<file path="src/rtl/tcm_arb_pkg.sv">
package tcm_arb_pkg;
  localparam int DW    = 64;
  localparam int NBY   = DW / 8;
  localparam int NBANK = 2;
  localparam int NREQ  = 3;
  localparam int REQ_LS = 0;
  localparam int REQ_FE = 1;
  localparam int REQ_DM = 2;

  typedef struct packed {
    logic            v;
    logic            we;
    logic [NREQ-1:0] own;
  } slot_t;

  // one parity bit per byte; odd=1 makes data+parity odd-weighted
  function automatic logic [NBY-1:0] par_gen(input logic [DW-1:0] d, input logic odd);
    logic [NBY-1:0] p;
    for (int i = 0; i < NBY; i++) p[i] = (^d[8*i +: 8]) ^ odd;
    return p;
  endfunction

  function automatic logic [NBY-1:0] par_chk(input logic [DW-1:0] d,
                                             input logic [NBY-1:0] p, input logic odd);
    return par_gen(d, odd) ^ p;
  endfunction
endpackage

</file>
<file path="src/rtl/tcm_bank_sel.sv">
module tcm_bank_sel
  import tcm_arb_pkg::*;
(
  input  logic            clk,
  input  logic            rst_n,
  input  logic [NREQ-1:0] want_i,
  input  logic            boost_i,
  input  logic            stall_i,
  output logic [NREQ-1:0] own_o
);
  always_comb begin
    own_o = '0;
    if (!stall_i) begin
      if (want_i[REQ_DM] && boost_i)  own_o[REQ_DM] = 1'b1;
      else if (want_i[REQ_LS])        own_o[REQ_LS] = 1'b1;
      else if (want_i[REQ_FE])        own_o[REQ_FE] = 1'b1;
      else if (want_i[REQ_DM])        own_o[REQ_DM] = 1'b1;
    end
  end

  a_r2_single_owner: assert property (@(posedge clk) disable iff (!rst_n)
    $onehot0(own_o));
  a_r6_stall_idle: assert property (@(posedge clk) disable iff (!rst_n)
    stall_i |-> (own_o == '0));
  a_r3_fetch_before_dma: assert property (@(posedge clk) disable iff (!rst_n)
    (want_i[REQ_FE] && !want_i[REQ_LS] && !boost_i && !stall_i) |-> !own_o[REQ_DM]);
endmodule

</file>
<file path="src/rtl/tcm_resp.sv">
module tcm_resp
  import tcm_arb_pkg::*;
(
  input  logic                       clk,
  input  logic                       rst_n,
  input  slot_t [NBANK-1:0]          slot_i,
  input  logic  [NBANK-1:0][DW-1:0]  rdata_i,
  input  logic  [NBANK-1:0][NBY-1:0] rpar_i,
  input  logic  [NBANK-1:0]          err_i,
  input  logic  [NBANK-1:0]          chk_en_i,
  input  logic                       odd_i,
  output logic  [NREQ-1:0]           rv_o,
  output logic  [NREQ-1:0][DW-1:0]   rd_o,
  output logic  [NREQ-1:0]           er_o,
  output logic  [NREQ-1:0][NBY-1:0]  pf_o
);
  logic [NBANK-1:0][NBY-1:0] flt;

  always_comb begin
    for (int b = 0; b < NBANK; b++)
      flt[b] = chk_en_i[b] ? par_chk(rdata_i[b], rpar_i[b], odd_i) : '0;
  end

  for (genvar r = 0; r < NREQ; r++) begin : g_req
    logic [NBANK-1:0] hit;
    logic             rv_q, er_q;
    logic [DW-1:0]    rd_q;
    logic [NBY-1:0]   pf_q;

    always_comb begin
      for (int b = 0; b < NBANK; b++)
        hit[b] = slot_i[b].v && !slot_i[b].we && slot_i[b].own[r];
    end

    always_ff @(posedge clk) begin
      if (!rst_n) begin
        rv_q <= 1'b0; er_q <= 1'b0; rd_q <= '0; pf_q <= '0;
      end else begin
        rv_q <= |hit;
        er_q <= 1'b0; rd_q <= '0; pf_q <= '0;
        for (int b = 0; b < NBANK; b++) begin
          if (hit[b]) begin
            er_q <= err_i[b]; rd_q <= rdata_i[b]; pf_q <= flt[b];
          end
        end
      end
    end

    assign rv_o[r] = rv_q;
    assign rd_o[r] = rd_q;
    assign er_o[r] = er_q;
    assign pf_o[r] = pf_q;

    // one requester is never served by both banks in one cycle
    a_r5_one_source: assert property (@(posedge clk) disable iff (!rst_n)
      $onehot0(hit));
  end
endmodule

</file>
<file path="src/rtl/tcm_ilv_arb.sv">
module tcm_ilv_arb
  import tcm_arb_pkg::*;
#(
  parameter  int AW      = 7,
  parameter  int DMA_AGE = 2,
  localparam int IW      = AW - 1
) (
  input  logic                       clk,
  input  logic                       rst_n,
  input  logic                       odd_par,
  input  logic [NBANK-1:0]           chk_en,
  input  logic                       ls_req,
  input  logic                       ls_we,
  input  logic [AW-1:0]              ls_addr,
  input  logic [DW-1:0]              ls_wdata,
  input  logic [NBY-1:0]             ls_be,
  output logic                       ls_gnt,
  output logic                       ls_rvalid,
  output logic [DW-1:0]              ls_rdata,
  output logic                       ls_err,
  output logic [NBY-1:0]             ls_pfault,
  input  logic                       fe_req,
  input  logic [AW-1:0]              fe_addr,
  output logic                       fe_gnt,
  output logic                       fe_rvalid,
  output logic [DW-1:0]              fe_rdata,
  output logic                       fe_err,
  output logic [NBY-1:0]             fe_pfault,
  input  logic                       dm_req,
  input  logic                       dm_we,
  input  logic [AW-1:0]              dm_addr,
  input  logic [DW-1:0]              dm_wdata,
  input  logic [NBY-1:0]             dm_be,
  output logic                       dm_gnt,
  output logic                       dm_rvalid,
  output logic [DW-1:0]              dm_rdata,
  output logic                       dm_err,
  output logic [NBY-1:0]             dm_pfault,
  output logic [NBANK-1:0]           bk_en,
  output logic [NBANK-1:0]           bk_we,
  output logic [NBANK-1:0][IW-1:0]   bk_idx,
  output logic [NBANK-1:0][DW-1:0]   bk_wdata,
  output logic [NBANK-1:0][NBY-1:0]  bk_wpar,
  output logic [NBANK-1:0][NBY-1:0]  bk_be,
  input  logic [NBANK-1:0][DW-1:0]   bk_rdata,
  input  logic [NBANK-1:0][NBY-1:0]  bk_rpar,
  input  logic [NBANK-1:0]           bk_wait,
  input  logic [NBANK-1:0]           bk_err
);
  localparam int CW = $clog2(DMA_AGE + 1);

  logic [NREQ-1:0]                rq, wr, gnt;
  logic [NREQ-1:0][AW-1:0]        ad;
  logic [NREQ-1:0][DW-1:0]        wd;
  logic [NREQ-1:0][NBY-1:0]       wbe;
  logic [NBANK-1:0][NREQ-1:0]     own;
  slot_t [NBANK-1:0]              slot;
  logic [CW-1:0]                  dm_age;
  logic                           dm_boost;
  logic [NREQ-1:0]                rv, er;
  logic [NREQ-1:0][DW-1:0]        rd;
  logic [NREQ-1:0][NBY-1:0]       pf;

  assign rq  = {dm_req, fe_req, ls_req};
  assign wr  = {dm_we, 1'b0, ls_we};
  assign ad  = {dm_addr, fe_addr, ls_addr};
  assign wd  = {dm_wdata, {DW{1'b0}}, ls_wdata};
  assign wbe = {dm_be, {NBY{1'b0}}, ls_be};

  assign dm_boost = (dm_age >= CW'(DMA_AGE));

  always_comb begin
    gnt = '0;
    for (int b = 0; b < NBANK; b++) gnt = gnt | own[b];
  end

  // consecutive DMA losses; saturates at the promotion threshold
  always_ff @(posedge clk) begin
    if (!rst_n)                      dm_age <= '0;
    else if (!dm_req || gnt[REQ_DM]) dm_age <= '0;
    else if (!dm_boost)              dm_age <= dm_age + 1'b1;
  end

  for (genvar b = 0; b < NBANK; b++) begin : g_bank
    logic [NREQ-1:0] want;
    logic [IW-1:0]   s_idx;
    logic [DW-1:0]   s_wd;
    logic [NBY-1:0]  s_be;
    logic            s_we;
    slot_t           slot_q;

    always_comb begin
      for (int r = 0; r < NREQ; r++) want[r] = rq[r] && (ad[r][0] == 1'(b));
    end

    tcm_bank_sel u_sel (
      .clk     (clk),
      .rst_n   (rst_n),
      .want_i  (want),
      .boost_i (dm_boost),
      .stall_i (bk_wait[b] || !rst_n),
      .own_o   (own[b])
    );

    always_comb begin
      s_idx = '0; s_wd = '0; s_be = '0; s_we = 1'b0;
      for (int r = 0; r < NREQ; r++) begin
        if (own[b][r]) begin
          s_idx = ad[r][AW-1:1]; s_wd = wd[r]; s_be = wbe[r]; s_we = wr[r];
        end
      end
    end

    assign bk_en[b]    = |own[b];
    assign bk_we[b]    = s_we;
    assign bk_idx[b]   = s_idx;
    assign bk_wdata[b] = s_wd;
    assign bk_wpar[b]  = s_we ? par_gen(s_wd, odd_par) : '0;
    assign bk_be[b]    = s_we ? s_be : '0;

    always_ff @(posedge clk) begin
      if (!rst_n) slot_q <= '0;
      else        slot_q <= '{v: bk_en[b], we: s_we, own: own[b]};
    end
    assign slot[b] = slot_q;

    a_r6_wait_no_enable: assert property (@(posedge clk) disable iff (!rst_n)
      bk_wait[b] |-> !bk_en[b]);
  end

  tcm_resp u_resp (
    .clk      (clk),
    .rst_n    (rst_n),
    .slot_i   (slot),
    .rdata_i  (bk_rdata),
    .rpar_i   (bk_rpar),
    .err_i    (bk_err),
    .chk_en_i (chk_en),
    .odd_i    (odd_par),
    .rv_o     (rv),
    .rd_o     (rd),
    .er_o     (er),
    .pf_o     (pf)
  );

  assign ls_gnt = gnt[REQ_LS];
  assign fe_gnt = gnt[REQ_FE];
  assign dm_gnt = gnt[REQ_DM];
  assign ls_rvalid = rv[REQ_LS]; assign ls_rdata = rd[REQ_LS];
  assign ls_err    = er[REQ_LS]; assign ls_pfault = pf[REQ_LS];
  assign fe_rvalid = rv[REQ_FE]; assign fe_rdata = rd[REQ_FE];
  assign fe_err    = er[REQ_FE]; assign fe_pfault = pf[REQ_FE];
  assign dm_rvalid = rv[REQ_DM]; assign dm_rdata = rd[REQ_DM];
  assign dm_err    = er[REQ_DM]; assign dm_pfault = pf[REQ_DM];

  a_r1_route: assert property (@(posedge clk) disable iff (!rst_n)
    ls_gnt |-> (bk_en[ls_addr[0]] && bk_idx[ls_addr[0]] == ls_addr[AW-1:1]));
  a_r2_ls_served: assert property (@(posedge clk) disable iff (!rst_n)
    (ls_req && !bk_wait[ls_addr[0]] && !(dm_boost && dm_req && dm_addr[0] == ls_addr[0]))
      |-> ls_gnt);
  a_r4_dma_promoted: assert property (@(posedge clk) disable iff (!rst_n)
    (dm_boost && dm_req && !bk_wait[dm_addr[0]]) |-> dm_gnt);
  a_r7_ls_latency: assert property (@(posedge clk) disable iff (!rst_n)
    (ls_gnt && !ls_we) |-> ##2 ls_rvalid);
endmodule

</file>
<file path="config.mk">
export PLATFORM = sky130hd
export DESIGN_NAME = tcm_ilv_arb
export DESIGN_NICKNAME = d
export VERILOG_FILES = /design/src/rtl/tcm_arb_pkg.sv /design/src/rtl/tcm_bank_sel.sv /design/src/rtl/tcm_resp.sv /design/src/rtl/tcm_ilv_arb.sv
export SDC_FILE = /design/constraint.sdc
export NUM_CORES = 1
export LEC_CHECK = 0
export CORE_AREA = 2 2 285 287
export CTS_CLUSTER_DIAMETER = 30
export DETAILED_ROUTE_END_ITERATION = 10
export DIE_AREA = 0 0 287 289
export PLACE_DENSITY = 0.46
export SLEW_MARGIN = 30
export SYNTH_ARGS = -nofsm -noshare
export SYNTH_HDL_FRONTEND = slang
export SYNTH_SLANG_ARGS = --single-unit
</file>
<file path="constraint.sdc">
create_clock -name clk -period 4 [get_ports clk]
set_input_delay 0.8 -clock clk [delete_from_list [all_inputs] [get_ports clk]]
set_output_delay 0.8 -clock clk [all_outputs]
set_load 0.02 [all_outputs]
</file>
==> flow_metrics.env <==
export IMPL_core_region_area_um2=79900
export IMPL_floorplan_die_area_um2=82900
export IMPL_wire_per_inst_um=24.4
export IMPL_synth_edf_count=0
export IMPL_data_arrival_time_of_the_critical_path_ps=3140
export IMPL_routed_via_count=16500
export IMPL_tritoncts_clock_tree="yes"
export IMPL_cts_path_max_buffers=3
export IMPL_numPortBuffers=723
export IMPL_drv_slew=0
export IMPL_multiInputGateArea_um2=9230
export IMPL_die_h_um=289
export IMPL_finalCritPeriodShare_pct=98.6
export IMPL_number_of_h_tree_branching_levels=2
export IMPL_setup_worst_path_start_class="input pin"
export IMPL_hold_class="register to register"
export IMPL_postPlaceCellArea_um2=24000
export IMPL_syn_area_per_cell_um2=8.90
export IMPL_vdd_ir_drop_worst_mv=0.264
export IMPL_syn_cell_area_um2=14400
export IMPL_postLayoutCoreUtil_pct=32.4
export IMPL_dr_pass1_iters=7
export IMPL_number_of_global_route_vias_before_repair=17200
export IMPL_cts_buffers=47
export IMPL_final_worst_path_period_need_ps=3940
export IMPL_cp_end_kind="output port"
export IMPL_detail_route_iter0_violations=1001
export IMPL_fillers=8364
export IMPL_post_synth_num_cell_types=55
export IMPL_cp_data_required_time_ps=3200
export IMPL_crit_reg2reg_launch="g_bank[1].slot_q[4]"
export IMPL_holdCritStartpoint="g_bank[1].slot_q[0]"
export IMPL_initial_antenna_violation_count=18
export IMPL_hpwlAfterDp_um=67900
export IMPL_layout_skew_ps=19.2
export IMPL_max_clock_freq_ghz=0.254
export IMPL_overflow=0
export IMPL_numClockSinks=234
export IMPL_min_delay_worst_endpoint="u_resp.g_req[0].rv_q"
export IMPL_drc_errors=0
export IMPL_timing_hold_worst_path_depth=2
export IMPL_timing_hold_ws_ps=474
export IMPL_ant_nets=0
export IMPL_clkLatencyLatePin_ps=540
export IMPL_status="finished clean"
export IMPL_seq_total_area_yosys_pct=32.5
export IMPL_syn_num_nets=1943
export IMPL_hold_violations=0
export IMPL_routed_wirelength_um=86700
export IMPL_ys_warn_count=0
export IMPL_syn_instance_count=1619
export IMPL_effective_utilization_at_floorplan_pct=18.0
export IMPL_worst_slew_pin_slew_ps=965
export IMPL_crit_fanout=15
export IMPL_maxSlewHeadroom_pct=35.7
export IMPL_io_pins=724
export IMPL_setup_viol=0
export IMPL_cap_viol_max_count=0
export IMPL_grt_start_max_net_pins=104
export IMPL_ys_async_sr_fraction_pct=0
export IMPL_track_usage_pct=19.7
export IMPL_power_density_nw_per_um2=309
export IMPL_reg2reg_setup_slack_ps=1640
export IMPL_clk_root_buffer_cell="sky130_fd_sc_hd__clkbuf_16"
export IMPL_ff2ff_path_depth=6
export IMPL_crit_reg2reg_capture="u_resp.g_req[2].rd_q[17]"
export IMPL_worstSetupPathType="input pin to output port"
export IMPL_die_width_um=287
export IMPL_floorplan_rows=104
export IMPL_fraction_of_final_layout_cells_sized_beyond_drive_strength_1_pct=15.3
export IMPL_num_nets_final=2774
export IMPL_postSynth_topFlopCell="sky130_fd_sc_hd__dfxtp_1"
export IMPL_power_leakage_nw=9.39
export IMPL_area_sequential_um2=4690
export IMPL_syn2layout_area_growth_pct=79.6
export IMPL_routed_vias_inst=4.65
export IMPL_gp_congestion=0.897
export IMPL_wire_length_of_the_first_global_routing_pass_um=122000
export IMPL_final_design_area_no_fill_um2=25900
export IMPL_cts_clk_slew_worst_paths_ps=50
export IMPL_synth_ff_latch_count=234
==> report_power, final <==
group | leakage, nW | switching, mW | internal (mW)
Sequential | 1.89 | 0.00570 | 2.35
Combinational | 6.75 | 0.884 | 0.912
Clock | 0.758 | 1.33 | 2.51
==> registers in the layout (all words and copies together), names as in the netlist <==
name               cells
u_resp.g_req.rv_q      3
g_bank.slot_q         10
u_resp.g_req.er_q      3
dm_age                 2
u_resp.g_req.pf_q     24
u_resp.g_req.rd_q    192
==> cell type report <==
type	instances	share of cell area (%)
multi-input combinational	1226	35.7
sequential	234	18.1
antenna	9	0.0871
timing repair buffer	918	34.6
clock buffer	58	4.86
tap	1060	5.13
inverter	23	0.377
clock inverter	26	1.18
==> through the flow <==
| step | TNS, ps | std cells | power (mW) | worst slack (ps) |
|---|---|---|---|---|
| floorplan | 0 | 1619 | 3.21 | 524 |
| global placement | -20800 | 3445 | 4.16 | -594 |
| detailed placement | -21510 | 3445 | 4.16 | -573 |
| CTS | 0 | 3538 | 8.07 | 1.49 |
| global route | -5.78 | 3552 | 8.31 | -3.51 |
| finish | 0 | 3554 | 7.99 | 57.9 |
==> cells in the final DEF (no fill, tap or decap), drive strengths merged, types with 11 or more instances in the layout <==
cell type        n
clkdlybuf4s50  642
nor2b          255
a22oi          251
buf            242
dfxtp          234
xnor2          195
a22o           115
clkbuf          62
xor2            59
nand2           53
nor2            51
o21ai           29
inv             27
a21oi           25
o22ai           22
and2            19
clkinv          15
dlymetal6s2s    14
o2111ai         13
a211oi          12
nand4b          12
a222oi          12
xnor3           11
o211ai          11
==> how the worst max path moves through the flow <==
stage | depth (start not counted) | slack [ps] | to | startpoint
floorplan | 9 | 520 | bk_wpar[15] | rst_n
global placement | 10 | -590 | bk_wpar[2] | dm_req
detailed placement | 11 | -570 | bk_wpar[7] | dm_req
CTS | 10 | 1 | bk_idx[6] | dm_age[0]
global route | 12 | -4 | bk_be[6] | dm_addr[0]
finish | 11 | 60 | bk_wdata[51] | dm_addr[0]
==> cells by family (layout without fill, tap and decap cells) <==
logic type / Yosys count / count (layout) / synth area share [%]
AO/OA/AOI/OAI: 513 / 513 / 27.4
AND/OR/NAND/NOR: 441 / 441 / 17.8
flip-flops: 234 / 234 / 32.5
multiplexers: 6 / 6 / 0.469
XOR/XNOR: 265 / 265 / 17.2
adder cells (fa/ha/maj): 1 / 1 / 0.0868
other: 0 / 9 / 0
buffers and inverters: 159 / 1025 / 4.53
==> routing by layer <==
layer / track usage, % / up-vias / routed length, µm
li1: - / 7549 / -
met1: 21.1 / 8122 / 31800
met2: 36.7 / 724 / 44800
met3: 6.03 / 122 / 7560
met4: 6.58 / 2 / 2530
met5: 0 / - / 11
==> critical path, cell delays in order <==
cell	delay, ps
sky130_fd_sc_hd__dlygate4sd2_1	250
sky130_fd_sc_hd__nand2b_4	140
sky130_fd_sc_hd__buf_6	130
sky130_fd_sc_hd__o21ai_4	200
sky130_fd_sc_hd__clkinv_4	120
sky130_fd_sc_hd__buf_12	150
sky130_fd_sc_hd__buf_4	130
sky130_fd_sc_hd__buf_4	150
sky130_fd_sc_hd__buf_4	200
sky130_fd_sc_hd__a22o_1	250
sky130_fd_sc_hd__clkdlybuf4s50_1	600
==> cells in the mapped netlist, types with 9 or more instances <==
cell type,n,area share (%)
sky130_fd_sc_hd__nor3_1,9,0.31
sky130_fd_sc_hd__a211oi_1,12,0.63
sky130_fd_sc_hd__o21ai_0,26,0.90
sky130_fd_sc_hd__nand2_1,52,1.4
sky130_fd_sc_hd__a22oi_1,249,13
sky130_fd_sc_hd__xnor2_1,195,12
sky130_fd_sc_hd__nor2b_1,254,11
sky130_fd_sc_hd__o2111ai_1,13,0.79
sky130_fd_sc_hd__o211ai_1,11,0.57
sky130_fd_sc_hd__a21oi_1,25,0.87
sky130_fd_sc_hd__nor2_1,49,1.3
sky130_fd_sc_hd__buf_2,30,1.0
sky130_fd_sc_hd__xor2_1,59,3.6
sky130_fd_sc_hd__a22o_1,115,7.0
sky130_fd_sc_hd__and2_1,19,0.83
sky130_fd_sc_hd__dfxtp_1,234,33
sky130_fd_sc_hd__inv_1,21,0.55
sky130_fd_sc_hd__a222oi_1,12,0.83
sky130_fd_sc_hd__clkbuf_1,74,1.9
sky130_fd_sc_hd__xnor3_1,11,1.7
sky130_fd_sc_hd__nand4b_1,12,0.73
sky130_fd_sc_hd__o22ai_1,16,0.69
sky130_fd_sc_hd__buf_1,28,0.73
==> timing repair <==
item,4_1_cts,5_1_grt
setup endpoints to repair,97,48
hold buffers,0,0
hold endpoints to repair,0,0
pin swaps,16,16
cloned,1,0
buffers inserted,8,8
resized for setup,87,59
Power figures use the tool's default switching activity.
